<file path="config.mk">
export PLATFORM = sky130hd
export DESIGN_NAME = wdt_core
export DESIGN_NICKNAME = d
export VERILOG_FILES = /design/src/rtl/wdt_pkg.sv /design/src/rtl/wdt_datapath.sv /design/src/rtl/wdt_ctrl.sv /design/src/rtl/wdt_core.sv
export SDC_FILE = /design/constraint.sdc
export NUM_CORES = 1
export LEC_CHECK = 0
export ABC_AREA = 0
export BUFFER_PORTS_ARGS = -buffer_cell sky130_fd_sc_hd__buf_4
export CAP_MARGIN = 5
export CORE_MARGIN = 2
export CORE_UTILIZATION = 26
export CTS_CLUSTER_DIAMETER = 50
export DETAILED_ROUTE_END_ITERATION = 16
export SYNTH_ARGS = -nofsm -noshare
export SYNTH_HDL_FRONTEND = slang
export SYNTH_SLANG_ARGS = --single-unit
</file>
<file path="constraint.sdc">
create_clock -name clk -period 2.8 [get_ports clk]
set_input_delay 0.14 -clock clk [delete_from_list [all_inputs] [get_ports clk]]
set_output_delay 0.14 -clock clk [all_outputs]
set_load 0.01 [all_outputs]
</file>
<file path="src/rtl/wdt_pkg.sv">
package wdt_pkg;

  // register addresses
  localparam logic [1:0] REG_CS  = 2'd0;
  localparam logic [1:0] REG_CNT = 2'd1;
  localparam logic [1:0] REG_TMO = 2'd2;
  localparam logic [1:0] REG_WIN = 2'd3;

  // control/status bit positions (software decodes these)
  localparam int CS_UPD = 5;
  localparam int CS_EN  = 7;
  localparam int CS_SEL = 8;
  localparam int CS_RCS = 10;
  localparam int CS_ULK = 11;
  localparam int CS_C32 = 13;
  localparam int CS_FLG = 14;

  // command words
  localparam logic [31:0] UNLOCK32  = 32'hD928_C520;
  localparam logic [31:0] REFRESH32 = 32'hB480_A602;
  localparam logic [15:0] UNL_W0    = 16'hC520;
  localparam logic [15:0] UNL_W1    = 16'hD928;
  localparam logic [15:0] REF_W0    = 16'hA602;
  localparam logic [15:0] REF_W1    = 16'hB480;

  typedef enum logic [1:0] {PEND_NONE, PEND_UNL, PEND_REF} pendKind_t;

  // control -> datapath
  typedef struct packed {
    logic tick;       // count step this cycle
    logic armed;      // counting enabled
    logic refresh;    // accepted refresh command
    logic restart;    // configuration applied
    logic wrTimeout;
    logic wrWindow;
  } wdStrobe_t;

  // datapath -> control
  typedef struct packed {
    logic expire;
    logic early;
  } wdEvent_t;

endpackage

</file>
<file path="src/rtl/wdt_datapath.sv">
module wdt_datapath
  import wdt_pkg::*;
#(
  parameter int CNT_W   = 16,
  parameter int TMO_RST = 1000
) (
  input  logic             clk,
  input  logic             rstN,
  input  wdStrobe_t        st,
  input  logic [CNT_W-1:0] wrVal,
  output wdEvent_t         ev,
  output logic [CNT_W-1:0] countVal,
  output logic [CNT_W-1:0] tmoVal,
  output logic [CNT_W-1:0] winVal
);

  localparam logic [CNT_W-1:0] TMO_INIT = CNT_W'(TMO_RST);

  logic [CNT_W-1:0] countQ, tmoQ, winQ;
  logic tmoHit;

  always_comb begin
    tmoHit    = st.tick && (countQ == tmoQ);
    ev.early  = st.refresh && st.armed && (winQ != '0) && (countQ < winQ);
    ev.expire = tmoHit && !st.refresh && !st.restart;
  end

  always_ff @(posedge clk) begin
    if (!rstN) begin
      countQ <= '0;
      tmoQ   <= TMO_INIT;
      winQ   <= '0;
    end else begin
      if (st.refresh || st.restart || ev.expire) countQ <= '0;
      else if (st.tick)                          countQ <= countQ + 1'b1;
      if (st.wrTimeout) tmoQ <= wrVal;
      if (st.wrWindow)  winQ <= wrVal;
    end
  end

  assign countVal = countQ;
  assign tmoVal   = tmoQ;
  assign winVal   = winQ;

endmodule

</file>
<file path="src/rtl/wdt_ctrl.sv">
module wdt_ctrl
  import wdt_pkg::*;
#(
  parameter int UNLOCK_WIN = 255,
  parameter int SEQ_GAP    = 16
) (
  input  logic        clk,
  input  logic        rstN,
  input  logic        wrEn,
  input  logic [1:0]  addr,
  input  logic [31:0] wdata,
  input  logic        lpTick,
  input  wdEvent_t    ev,
  output wdStrobe_t   st,
  output logic [31:0] csRead,
  output logic        unlocked,
  output logic        resetReq,
  output logic        flag
);

  localparam int UW = $clog2(UNLOCK_WIN + 1);
  localparam int GW = $clog2(SEQ_GAP + 1);

  logic          enable, updAllow, cmdWide, cfgDone;
  logic [1:0]    clkSel;
  logic [UW-1:0] unlockTimer;
  logic [GW-1:0] pendGap;
  pendKind_t     pendKind;

  logic        cntWr, csWr, pendLive, unlockCmd, refreshCmd, csApply;
  logic        badUnlock, goodUnlock, faultNow;
  logic [15:0] loWord;

  // command decode
  always_comb begin
    cntWr    = wrEn && (addr == REG_CNT);
    csWr     = wrEn && (addr == REG_CS);
    loWord   = wdata[15:0];
    pendLive = (pendGap != '0);
    unlocked = (unlockTimer != '0);
    if (cmdWide) begin
      unlockCmd  = cntWr && (wdata == UNLOCK32);
      refreshCmd = cntWr && (wdata == REFRESH32);
    end else begin
      unlockCmd  = cntWr && pendLive && (pendKind == PEND_UNL) && (loWord == UNL_W1);
      refreshCmd = cntWr && pendLive && (pendKind == PEND_REF) && (loWord == REF_W1);
    end
    goodUnlock = unlockCmd && updAllow;
    badUnlock  = unlockCmd && !updAllow;
    csApply    = csWr && unlocked;
    faultNow   = ev.expire || ev.early || badUnlock;
  end

  // strobes to the datapath
  always_comb begin
    st.tick      = enable && ((clkSel == 2'd0) || lpTick);
    st.armed     = enable;
    st.refresh   = refreshCmd;
    st.restart   = csApply;
    st.wrTimeout = wrEn && (addr == REG_TMO) && unlocked;
    st.wrWindow  = wrEn && (addr == REG_WIN) && unlocked;
  end

  // 16-bit pair tracking
  always_ff @(posedge clk) begin
    if (!rstN || cmdWide) begin
      pendGap  <= '0;
      pendKind <= PEND_NONE;
    end else if (cntWr) begin
      if (unlockCmd || refreshCmd) begin
        pendGap  <= '0;
        pendKind <= PEND_NONE;
      end else if (loWord == UNL_W0) begin
        pendGap  <= GW'(SEQ_GAP);
        pendKind <= PEND_UNL;
      end else if (loWord == REF_W0) begin
        pendGap  <= GW'(SEQ_GAP);
        pendKind <= PEND_REF;
      end else begin
        pendGap  <= '0;
        pendKind <= PEND_NONE;
      end
    end else if (pendLive) begin
      pendGap <= pendGap - 1'b1;
    end
  end

  // configuration, window and status
  always_ff @(posedge clk) begin
    if (!rstN) begin
      enable      <= 1'b0;
      updAllow    <= 1'b1;
      cmdWide     <= 1'b1;
      clkSel      <= 2'd0;
      cfgDone     <= 1'b0;
      unlockTimer <= '0;
      flag        <= 1'b0;
      resetReq    <= 1'b0;
    end else begin
      if (goodUnlock)    unlockTimer <= UW'(UNLOCK_WIN);
      else if (csApply)  unlockTimer <= '0;
      else if (unlocked) unlockTimer <= unlockTimer - 1'b1;

      if (goodUnlock)   cfgDone <= 1'b0;
      else if (csApply) cfgDone <= 1'b1;

      if (csApply) begin
        enable   <= wdata[CS_EN];
        updAllow <= wdata[CS_UPD];
        cmdWide  <= wdata[CS_C32];
        clkSel   <= wdata[CS_SEL +: 2];
      end

      if (faultNow)                   flag <= 1'b1;
      else if (csWr && wdata[CS_FLG]) flag <= 1'b0;

      resetReq <= faultNow;
    end
  end

  always_comb begin
    csRead                = '0;
    csRead[CS_UPD]        = updAllow;
    csRead[CS_EN]         = enable;
    csRead[CS_SEL +: 2]   = clkSel;
    csRead[CS_RCS]        = cfgDone;
    csRead[CS_ULK]        = unlocked;
    csRead[CS_C32]        = cmdWide;
    csRead[CS_FLG]        = flag;
  end

endmodule

</file>
<file path="src/rtl/wdt_core.sv">
module wdt_core
  import wdt_pkg::*;
#(
  parameter int CNT_W      = 16,
  parameter int TMO_RST    = 1000,
  parameter int UNLOCK_WIN = 255,
  parameter int SEQ_GAP    = 16
) (
  input  logic        clk,
  input  logic        rstN,
  input  logic        wrEn,
  input  logic [1:0]  addr,
  input  logic [31:0] wdata,
  output logic [31:0] rdata,
  input  logic        lpTick,
  output logic        expiryFlag,
  output logic        resetReq
);

  wdStrobe_t        st;
  wdEvent_t         ev;
  logic [31:0]      csRead;
  logic             unlocked;
  logic [CNT_W-1:0] countVal, tmoVal, winVal;

  wdt_ctrl #(.UNLOCK_WIN(UNLOCK_WIN), .SEQ_GAP(SEQ_GAP)) u_ctrl (
    .clk(clk), .rstN(rstN), .wrEn(wrEn), .addr(addr), .wdata(wdata),
    .lpTick(lpTick), .ev(ev), .st(st), .csRead(csRead),
    .unlocked(unlocked), .resetReq(resetReq), .flag(expiryFlag)
  );

  wdt_datapath #(.CNT_W(CNT_W), .TMO_RST(TMO_RST)) u_dp (
    .clk(clk), .rstN(rstN), .st(st), .wrVal(wdata[CNT_W-1:0]),
    .ev(ev), .countVal(countVal), .tmoVal(tmoVal), .winVal(winVal)
  );

  always_comb begin
    case (addr)
      REG_CS:  rdata = csRead;
      REG_CNT: rdata = 32'(countVal);
      REG_TMO: rdata = 32'(tmoVal);
      default: rdata = 32'(winVal);
    endcase
  end

endmodule

</file>
==> results of run 1 <==
-- flip-flops by register name, summed over array words and instances, names as in the netlist, 2 cells and up --
signal,count
u_ctrl.clkSel,2
u_dp.winVal,16
u_dp.countVal,16
u_dp.tmoVal,16
u_ctrl.pendKind,2
u_ctrl.unlockTimer,8
u_ctrl.pendGap,5
-- synthesized netlist by cell type, drive strengths merged (2+ instances only) --
| cell type | count |
|---|---|
| mux2 | 9 |
| nand4b | 3 |
| a21oi | 20 |
| nor3 | 12 |
| or4b | 3 |
| nor4b | 6 |
| ha | 19 |
| xnor2 | 22 |
| and3 | 2 |
| nand4 | 14 |
| clkbuf | 13 |
| or2 | 2 |
| mux4 | 8 |
| mux2i | 37 |
| and2 | 4 |
| nor3b | 2 |
| nand2 | 39 |
| nor4 | 9 |
| nand3 | 8 |
| a22o | 8 |
| a211oi | 2 |
| or3 | 3 |
| nor2 | 67 |
| o2111ai | 4 |
| a21o | 2 |
| inv | 20 |
| nand2b | 4 |
| o21ai | 4 |
| xor2 | 16 |
| buf | 23 |
| dfxtp | 71 |
| or4 | 3 |
-- logic make-up after synthesis --
family | share of synthesized area
mux | 0.154
buf+inv | 0.0717
other cells | 0.000885
fa+ha+maj | 0.0561
xor+xnor | 0.0785
compound gates | 0.0714
flops | 0.335
simple gates | 0.232
-- power groups by stage --
| stage | logic (mW) | clock network [mW] | registers (mW) |
|---|---|---|---|
| final | 0.858 | 1.09 | 1.21 |
| after global routing | 0.962 | 1.16 | 1.22 |
| after CTS | 0.861 | 1.11 | 1.21 |
| after detailed placement | 0.856 | 0 | 1.23 |
| after global placement | 0.837 | 0 | 1.23 |
| after floorplan | 0.667 | 0 | 1.20 |
-- layer usage --
metal  GRT usage  vias to the layer above
met5           0                        -
li1            -                     1736
met3      0.0316                       17
met4      0.0646                        0
met1       0.189                     1712
met2       0.216                      121
-- layout make-up --
type / count / area [um^2] / area share
Clock buffer: 15 / 278 / 0.0546
Inverter: 20 / 75.1 / 0.0147
Multi-Input combinational cell: 360 / 2570 / 0.505
Sequential cell: 71 / 1420 / 0.279
Tap cell: 216 / 270 / 0.0531
Timing Repair Buffer: 63 / 473 / 0.0929
-- per-stage QoR --
step | power (mW) | setup WS [ns] | area [um^2] | utilization | hold slack [ns]
after global placement | 2.06 | 0.396 | 4810 | 0.303 | 0.392
after CTS | 3.18 | 0.329 | 5090 | 0.320 | 0.0527
after global routing | 3.34 | 0.185 | 5090 | 0.320 | 0.0644
after floorplan | 1.86 | 0.707 | 4300 | - | 0.268
after detailed placement | 2.08 | 0.420 | 4810 | 0.303 | 0.405
final | 3.15 | 0.339 | 5090 | 0.320 | 0.0542
-- worst register-to-register path, delay by kind of cell, from the launching register on --
| family | cells | cell delay, ns |
|---|---|---|
| and+or+nand+nor | 3 | 1.11 |
| adders and majority gates | 1 | 0.29 |
| buffers and inverters | 1 | 0.08 |
| DFF | 1 | 0.39 |
| AOI/OAI and AO/OA | 3 | 0.43 |
-- worst max-delay path by stage --
stage,start,end,slack [ns],depth (start not counted)
CTS,u_ctrl.unlockTimer[3]$_SDFFE_PN0P_,rdata[11],0.33,4
global route,u_ctrl.unlockTimer[0]$_SDFFE_PN0P_,u_dp.tmoVal[12]$_SDFFE_PN0P_,0.18,8
floorplan,u_ctrl.unlockTimer[3]$_SDFFE_PN0P_,u_dp.winVal[5]$_SDFFE_PN0P_,0.71,6
global placement,u_dp.winVal[14]$_SDFFE_PN0P_,u_ctrl.resetReq$_SDFF_PN0_,0.40,8
finish,u_ctrl.unlockTimer[3]$_SDFFE_PN0P_,rdata[11],0.34,4
detailed placement,u_ctrl.pendGap[0]$_SDFFE_PP0P_,u_dp.countVal[1]$_SDFFE_PP0N_,0.42,8
==> flow_summary.toml, run 1 <==
[sta]
finalCritPeriodShare = 0.879
finalSetupViolations = 0
drv_slew = 0
rsz0062_at_grt = "no"
finalHoldViolCount = 0
slew_headroom = 0.253
final.min_clock_period_ns = 2.46
fmax_mhz = 406
finalClockSkew_ns = 0.00724
setup_tns_ns = 0
tightest_slew_ns = 1.12

[routing]
drcViolationCount = 0
final_antenna_net_count = 0
avgViaCountPerCell = 4.81
drt-pass1-iter-count = 4
route.met3.wl_um = 796
dr_total_vias = 3586
wl_per_cell_um = 15.9
first_iter_violations = 245
top_layer = "met4"
wl_met1_um = 5500
met2_length_um = 5220
wl_um = 11800

[clock_network]
clk_pin_slew_ns = 0.06
cts.repair.resized = 0
cts_sinks = 71
tritoncts = "yes"
cts_setup_buffers = 0
clock_path_buffers = 2
clockRootBuffer = "clkbuf_16"
htreeDepth = 3
cts_buffers = 9
clkLatencyLatePin_ns = 0.34
hold_buffers = 0

[global_routing]
grt_usage = 0.141
grt_pass1_wl_um = 19100
antenna_found_initial = 0
grt_max_degree = 40
grt_overflow = 0
grt_pass1_vias = 3527

[worst_setup_path]
cp_cell_sequence = "or4_1 > or3_1 > mux4_2 > buf_4"
cp-end-kind = "output pin"
timing.rr.start = "u_dp.winVal[15]$_SDFFE_PN0P_"
crit_fanout = 5
r2r_slack_ns = 0.37
reg2reg_depth = 8
crit_type = "flip-flop to output pin"
cp.required_ns = 2.66
crit_family = "simple AND/OR/NAND/NOR gates"
worstReg2RegEnd = "u_ctrl.resetReq$_SDFF_PN0_"
path_buf_inv = 1
crit_arrival_ns = 2.32
crit_slowest_cell = "mux4_2"
critPathLaunchType = "flip-flop"
max_stage_delay_ns = 0.54

[yosys]
ys_warn_count = 0
synth.distinct_cells = 53
yosysTopAreaCell = "dfxtp_1"
synth_edf_count = 0
netlist.area_leader.share = 0.335
netlist_instances = 472
syn_area_mm2 = 0.00424
synth_area_per_cell_um2 = 8.98
yosys_register_bits = 71
yosys-top-cells-area = "dfxtp_1, mux2i_1, ha_1"
seq_area_frac_synth = 0.335
yosys_most_used_dff = "dfxtp_1"
ys_async_sr_fraction = 0

[hold_path]
hold_start = "wdata[0]"
hold_path_end = "u_dp.winVal[0]$_SDFFE_PN0P_"
hold_path.class = "input port to flip-flop"
holdPathStages = 3

[placement]
placed_cells = 730
hpwl_um = 9090
port_buffers = 55
routabilityCongestion = 0.885

[power_and_ir_drop]
p_seq_frac = 0.384
clockPowerShare = 0.344
switching_share = 0.308
switching_power_mw = 0.972
p_int_mw = 2.18
p_leak_nw = 2.04
peakVddDrop_mv = 0.285
pwr-share-comb = 0.272
p_per_area_mw_per_mm2 = 620

[layout]
final_common_cell = "dfxtp_1"
nFillCells = 1684
layout_common_cells = "dfxtp_1, buf_4, nor2_1, nand2_1, mux2i_1"
area_growth_pct = 20.1
num_antenna_cells = 0
layout-drive-gt1-share = 0.212
final_cells = 745
nets = 582

[die]
die_w_um = 132
row_count = 46
ios = 72
die_y_um = 132
dieArea_mm2 = 0.0173
core_area_mm2 = 0.0159
start_util = 0.267

[outcome]
status = "complete, no violations"

[job]
cap_violations = 0
Power figures use the tool's default switching activity.
==> inputs of run 2 (changes only) <==
--- a/config.mk
+++ b/config.mk
@@ -7,7 +7,7 @@
 export LEC_CHECK = 0
 export ABC_AREA = 0
 export BUFFER_PORTS_ARGS = -buffer_cell sky130_fd_sc_hd__buf_4
-export CAP_MARGIN = 5
+export CORE_ASPECT_RATIO = 1.2
 export CORE_MARGIN = 2
 export CORE_UTILIZATION = 26
 export CTS_CLUSTER_DIAMETER = 50
==> flow_summary.toml, run 2 (same netlist as run 1, synthesis figures left out) <==
[outcome]
status = "complete, no violations"

[clock_network]
clkLatencyLatePin_ns = 0.34
hold_buffers = 0
clock_path_buffers = 2
cts.repair.resized = 0
htreeDepth = 3
clk_pin_slew_ns = 0.06
tritoncts = "yes"
cts_buffers = 9
clockRootBuffer = "clkbuf_16"
cts_setup_buffers = 0
cts_sinks = 71

[job]
cap_violations = 0

[die]
die_y_um = 144
die_w_um = 121
dieArea_mm2 = 0.0173
start_util = 0.264
ios = 72
row_count = 51
core_area_mm2 = 0.0161

[sta]
setup_tns_ns = 0
holdWs_ns = 0.0417
tightest_slew_ns = 1.02
fmax_mhz = 409
finalHoldViolCount = 0
finalClockSkew_ns = 0.00650
slew_headroom = 0.320
drv_slew = 0
final.min_clock_period_ns = 2.44
finalSetupViolations = 0
finalCritPeriodShare = 0.873
setup_slack_ns = 0.357
rsz0062_at_grt = "no"

[layout]
nets = 582
fin_area_mm2 = 0.00514
layout_common_cells = "dfxtp_1, buf_4, nor2_1, nand2_1, mux2i_1"
num_antenna_cells = 0
layout-drive-gt1-share = 0.219
area_growth_pct = 21.2
final_common_cell = "dfxtp_1"

[power_and_ir_drop]
p_per_area_mw_per_mm2 = 648
switching_share = 0.303
peakVddDrop_mv = 0.331
switching_power_mw = 1.01
pwr-share-comb = 0.257
p_leak_nw = 2.06
finalPower_mw = 3.33
p_seq_frac = 0.364
p_int_mw = 2.32
clockPowerShare = 0.379

[hold_path]
hold_path.class = "input port to flip-flop"

[routing]
wl_per_cell_um = 16.1
drcViolationCount = 0
drt-pass1-iter-count = 4
first_iter_violations = 224
avgViaCountPerCell = 4.87
wl_um = 11900
final_antenna_net_count = 0
dr_total_vias = 3614

[worst_setup_path]
crit_fanout = 5
cp.required_ns = 2.66
crit_slowest_cell = "mux4_2"
crit_family = "simple AND/OR/NAND/NOR gates"
critPathLaunchType = "flip-flop"
cp-end-kind = "output pin"
crit_type = "flip-flop to output pin"
crit_arrival_ns = 2.30
max_stage_delay_ns = 0.53
path_buf_inv = 1
cp_cell_sequence = "or4_1 > or3_1 > mux4_2 > buf_4"

[global_routing]
grt_usage = 0.144
grt_overflow = 0
grt_pass1_wl_um = 19300
grt_pass1_vias = 3660
grt_max_degree = 32
antenna_found_initial = 0

[placement]
hpwl_um = 9240
port_buffers = 55
place_ws_ns = 0.425
routabilityCongestion = 0.846
dpl_cell_area_mm2 = 0.00481
==> run 2: cell type report <==
cell class,count,area (um^2)
multi-input cells,360,2570
fillers,1683,10900
flip-flops and latches,71,1420
well taps,212,265
inverters,20,75.1
clock inverters,6,92.6
repair buffers,63,473
clock buffers,10,239
==> run 2: final timing paths <==
kind	from	endpoint	slack (ns)	depth (start not counted)
max reg2reg	u_dp.winVal[15]$_SDFFE_PN0P_	u_ctrl.flag$_SDFFE_PN0P_	0.39	8
min reg2reg	u_ctrl.pendKind[1]$_SDFFE_PP0N_	u_ctrl.pendKind[1]$_SDFFE_PP0N_	0.48	2
min	wdata[6]	u_dp.tmoVal[6]$_SDFFE_PN1P_	0.04	3
max	u_ctrl.unlockTimer[3]$_SDFFE_PN0P_	rdata[11]	0.36	4
==> run 2: metal layers <==
| metal | routed length [um] | part of all wire | up-vias | global-route usage |
|---|---|---|---|---|
| li1 | - | - | 1735 | - |
| met1 | 5160 | 0.43 | 1739 | 0.174 |
| met2 | 5810 | 0.49 | 117 | 0.249 |
| met3 | 639 | 0.054 | 23 | 0.0175 |
| met4 | 320 | 0.027 | 0 | 0.0759 |
| met5 | 0 | 0 | - | 0 |
==> run 2: power groups by stage <==
| stage | Combinational, mW | Sequential, mW | Clock [mW] |
|---|---|---|---|
| final | 0.855 | 1.21 | 1.26 |
| after global routing | 0.960 | 1.22 | 1.33 |
| after CTS | 0.854 | 1.21 | 1.29 |
| after detailed placement | 0.842 | 1.23 | 0 |
| after global placement | 0.826 | 1.23 | 0 |
| after floorplan | 0.667 | 1.20 | 0 |
==> run 2: through the flow <==
step | utilization | cells
6_report | 0.320 | 742
5_1_grt | 0.320 | 742
4_1_cts | 0.320 | 742
3_5_place_dp | 0.299 | 726
3_3_place_gp | 0.299 | 726
2_1_floorplan | - | 487
==> run 2: worst register-to-register path: cells and delay by family (launching register included) <==
family / cells / cell delay (ns)
flip-flops: 1 / 0.40
adder cells (fa/ha/maj): 1 / 0.29
AO/OA/AOI/OAI: 3 / 0.46
buffers and inverters: 1 / 0.07
AND/OR/NAND/NOR: 3 / 1.09
==> inputs of run 3 (changes only) <==
--- a/config.mk
+++ b/config.mk
@@ -10,8 +10,9 @@
 export CORE_ASPECT_RATIO = 1.2
 export CORE_MARGIN = 2
 export CORE_UTILIZATION = 26
-export CTS_CLUSTER_DIAMETER = 50
+export CTS_CLUSTER_DIAMETER = 100
 export DETAILED_ROUTE_END_ITERATION = 16
+export RECOVER_POWER = 25
 export SYNTH_ARGS = -nofsm -noshare
 export SYNTH_HDL_FRONTEND = slang
 export SYNTH_SLANG_ARGS = --single-unit
==> flow_summary.toml, run 3 (same netlist as run 1, synthesis figures left out) <==
[outcome]
status = "complete, no violations"

[worst_setup_path]
crit_family = "simple AND/OR/NAND/NOR gates"
crit_arrival_ns = 2.73
crit_type = "flip-flop to flip-flop"
path_buf_inv = 0
crit_fanout = 16
cp_cell_sequence = "or4_1 > or3_1 > and2_0 > nand4b_4 > a21oi_1"
cp.required_ns = 3.07
critPathLaunchType = "flip-flop"
max_stage_delay_ns = 0.51
cp-end-kind = "flip-flop"
crit_slowest_cell = "or4_1"

[power_and_ir_drop]
peakVddDrop_mv = 0.332
p_per_area_mw_per_mm2 = 656
p_leak_nw = 1.98

[layout]
regArea_mm2 = 0.00142
area_growth_pct = 19.7
final_common_cell = "dfxtp_1"
final_cells = 742
nets = 582
multiInputGateArea_mm2 = 0.00257
fin_util = 0.316
layout_common_cells = "dfxtp_1, nor2_1, buf_4, nand2_1, mux2i_1"
layout-drive-gt1-share = 0.185
nFillCells = 1699
num_antenna_cells = 0

[sta]
finalSetupViolations = 0
slew_headroom = 0.318
holdWs_ns = 0.0376
setup_tns_ns = 0
fmax_mhz = 406
tightest_slew_ns = 1.02
finalHoldViolCount = 0
finalClockSkew_ns = 0.00689
finalCritPeriodShare = 0.880
setup_slack_ns = 0.337
final.min_clock_period_ns = 2.46
drv_slew = 0
rsz0062_at_grt = "no"

[global_routing]
grt_max_degree = 32
grt_pass1_wl_um = 19300
grt_overflow = 0
grt_usage = 0.144
antenna_found_initial = 0
grt_pass1_vias = 3660

[routing]
dr_total_vias = 3605
final_antenna_net_count = 0
drt-pass1-iter-count = 4
wl_um = 12000
first_iter_violations = 228
wl_per_cell_um = 16.1
avgViaCountPerCell = 4.86
drcViolationCount = 0

[placement]
routabilityCongestion = 0.846
hpwl_um = 9240
placed_cells = 726
place_ws_ns = 0.425
port_buffers = 55

[clock_network]
clockRootBuffer = "clkbuf_16"
cts_setup_buffers = 0
clock_path_buffers = 2
cts_buffers = 9
clk_pin_slew_ns = 0.06
cts_sinks = 71
cts.repair.resized = 0
clkLatencyLatePin_ns = 0.35
tritoncts = "yes"
hold_buffers = 0
htreeDepth = 3

[die]
dieArea_mm2 = 0.0173
die_w_um = 121
core_area_mm2 = 0.0161
row_count = 51
ios = 72
start_util = 0.264
die_y_um = 144

[hold_path]
hold_path.class = "input port to flip-flop"

[job]
cap_violations = 0
## run 3: cell types whose count changed in the layout (fill, tap and decap cells not counted)
cell / delta
and2_0: +1
clkbuf_1: +17
buf_4: -17
and2_2: -1
## run 3: worst register-to-register path, stage by stage (launching register included)
cell and delay (ns):
dfxtp_1 0.35, or4_1 0.51, or3_1 0.40, and2_0 0.40, nand4b_4 0.50, a21oi_1 0.23
## run 3: layer usage
layer,up-vias,global-route usage,wire (um)
met4,0,0.0759,342
li1,1735,-,-
met2,112,0.249,5780
met5,-,0,0
met3,24,0.0175,693
met1,1734,0.174,5170
## run 3: stage by stage
step	cell area [um^2]	power (mW)
2_1_floorplan	4300	1.86
3_3_place_gp	4810	2.05
3_5_place_dp	4810	2.07
4_1_cts	5140	3.35
5_1_grt	5070	3.50
6_report	5070	3.33
## run 3: final cells by class
cell class                 count  share of cell area
clock inverter                 6              0.0182
clock buffer                  10              0.0471
sequential                    71               0.280
timing repair buffer          63              0.0806
inverter                      20              0.0148
multi-input combinational    360               0.507
tap                          212              0.0523
## run 3: path summary, 6_finish.rpt
path	from	endpoint	slack (ns)	cells after the start
max	u_ctrl.unlockTimer[3]$_SDFFE_PN0P_	u_dp.countVal[1]$_SDFFE_PP0N_	0.34	5
min	wdata[6]	u_dp.tmoVal[6]$_SDFFE_PN1P_	0.04	3
max reg2reg	u_ctrl.unlockTimer[3]$_SDFFE_PN0P_	u_dp.countVal[1]$_SDFFE_PP0N_	0.34	5
min reg2reg	u_ctrl.pendKind[1]$_SDFFE_PP0N_	u_ctrl.pendKind[1]$_SDFFE_PP0N_	0.48	2
## run 3: where the power goes
group / switching (mW) / total, mW / internal, mW
clock network: 0.460 / 1.27 / 0.808
registers: 0.105 / 1.21 / 1.11
logic: 0.453 / 0.845 / 0.392
total: 1.02 / 3.33 / 2.31
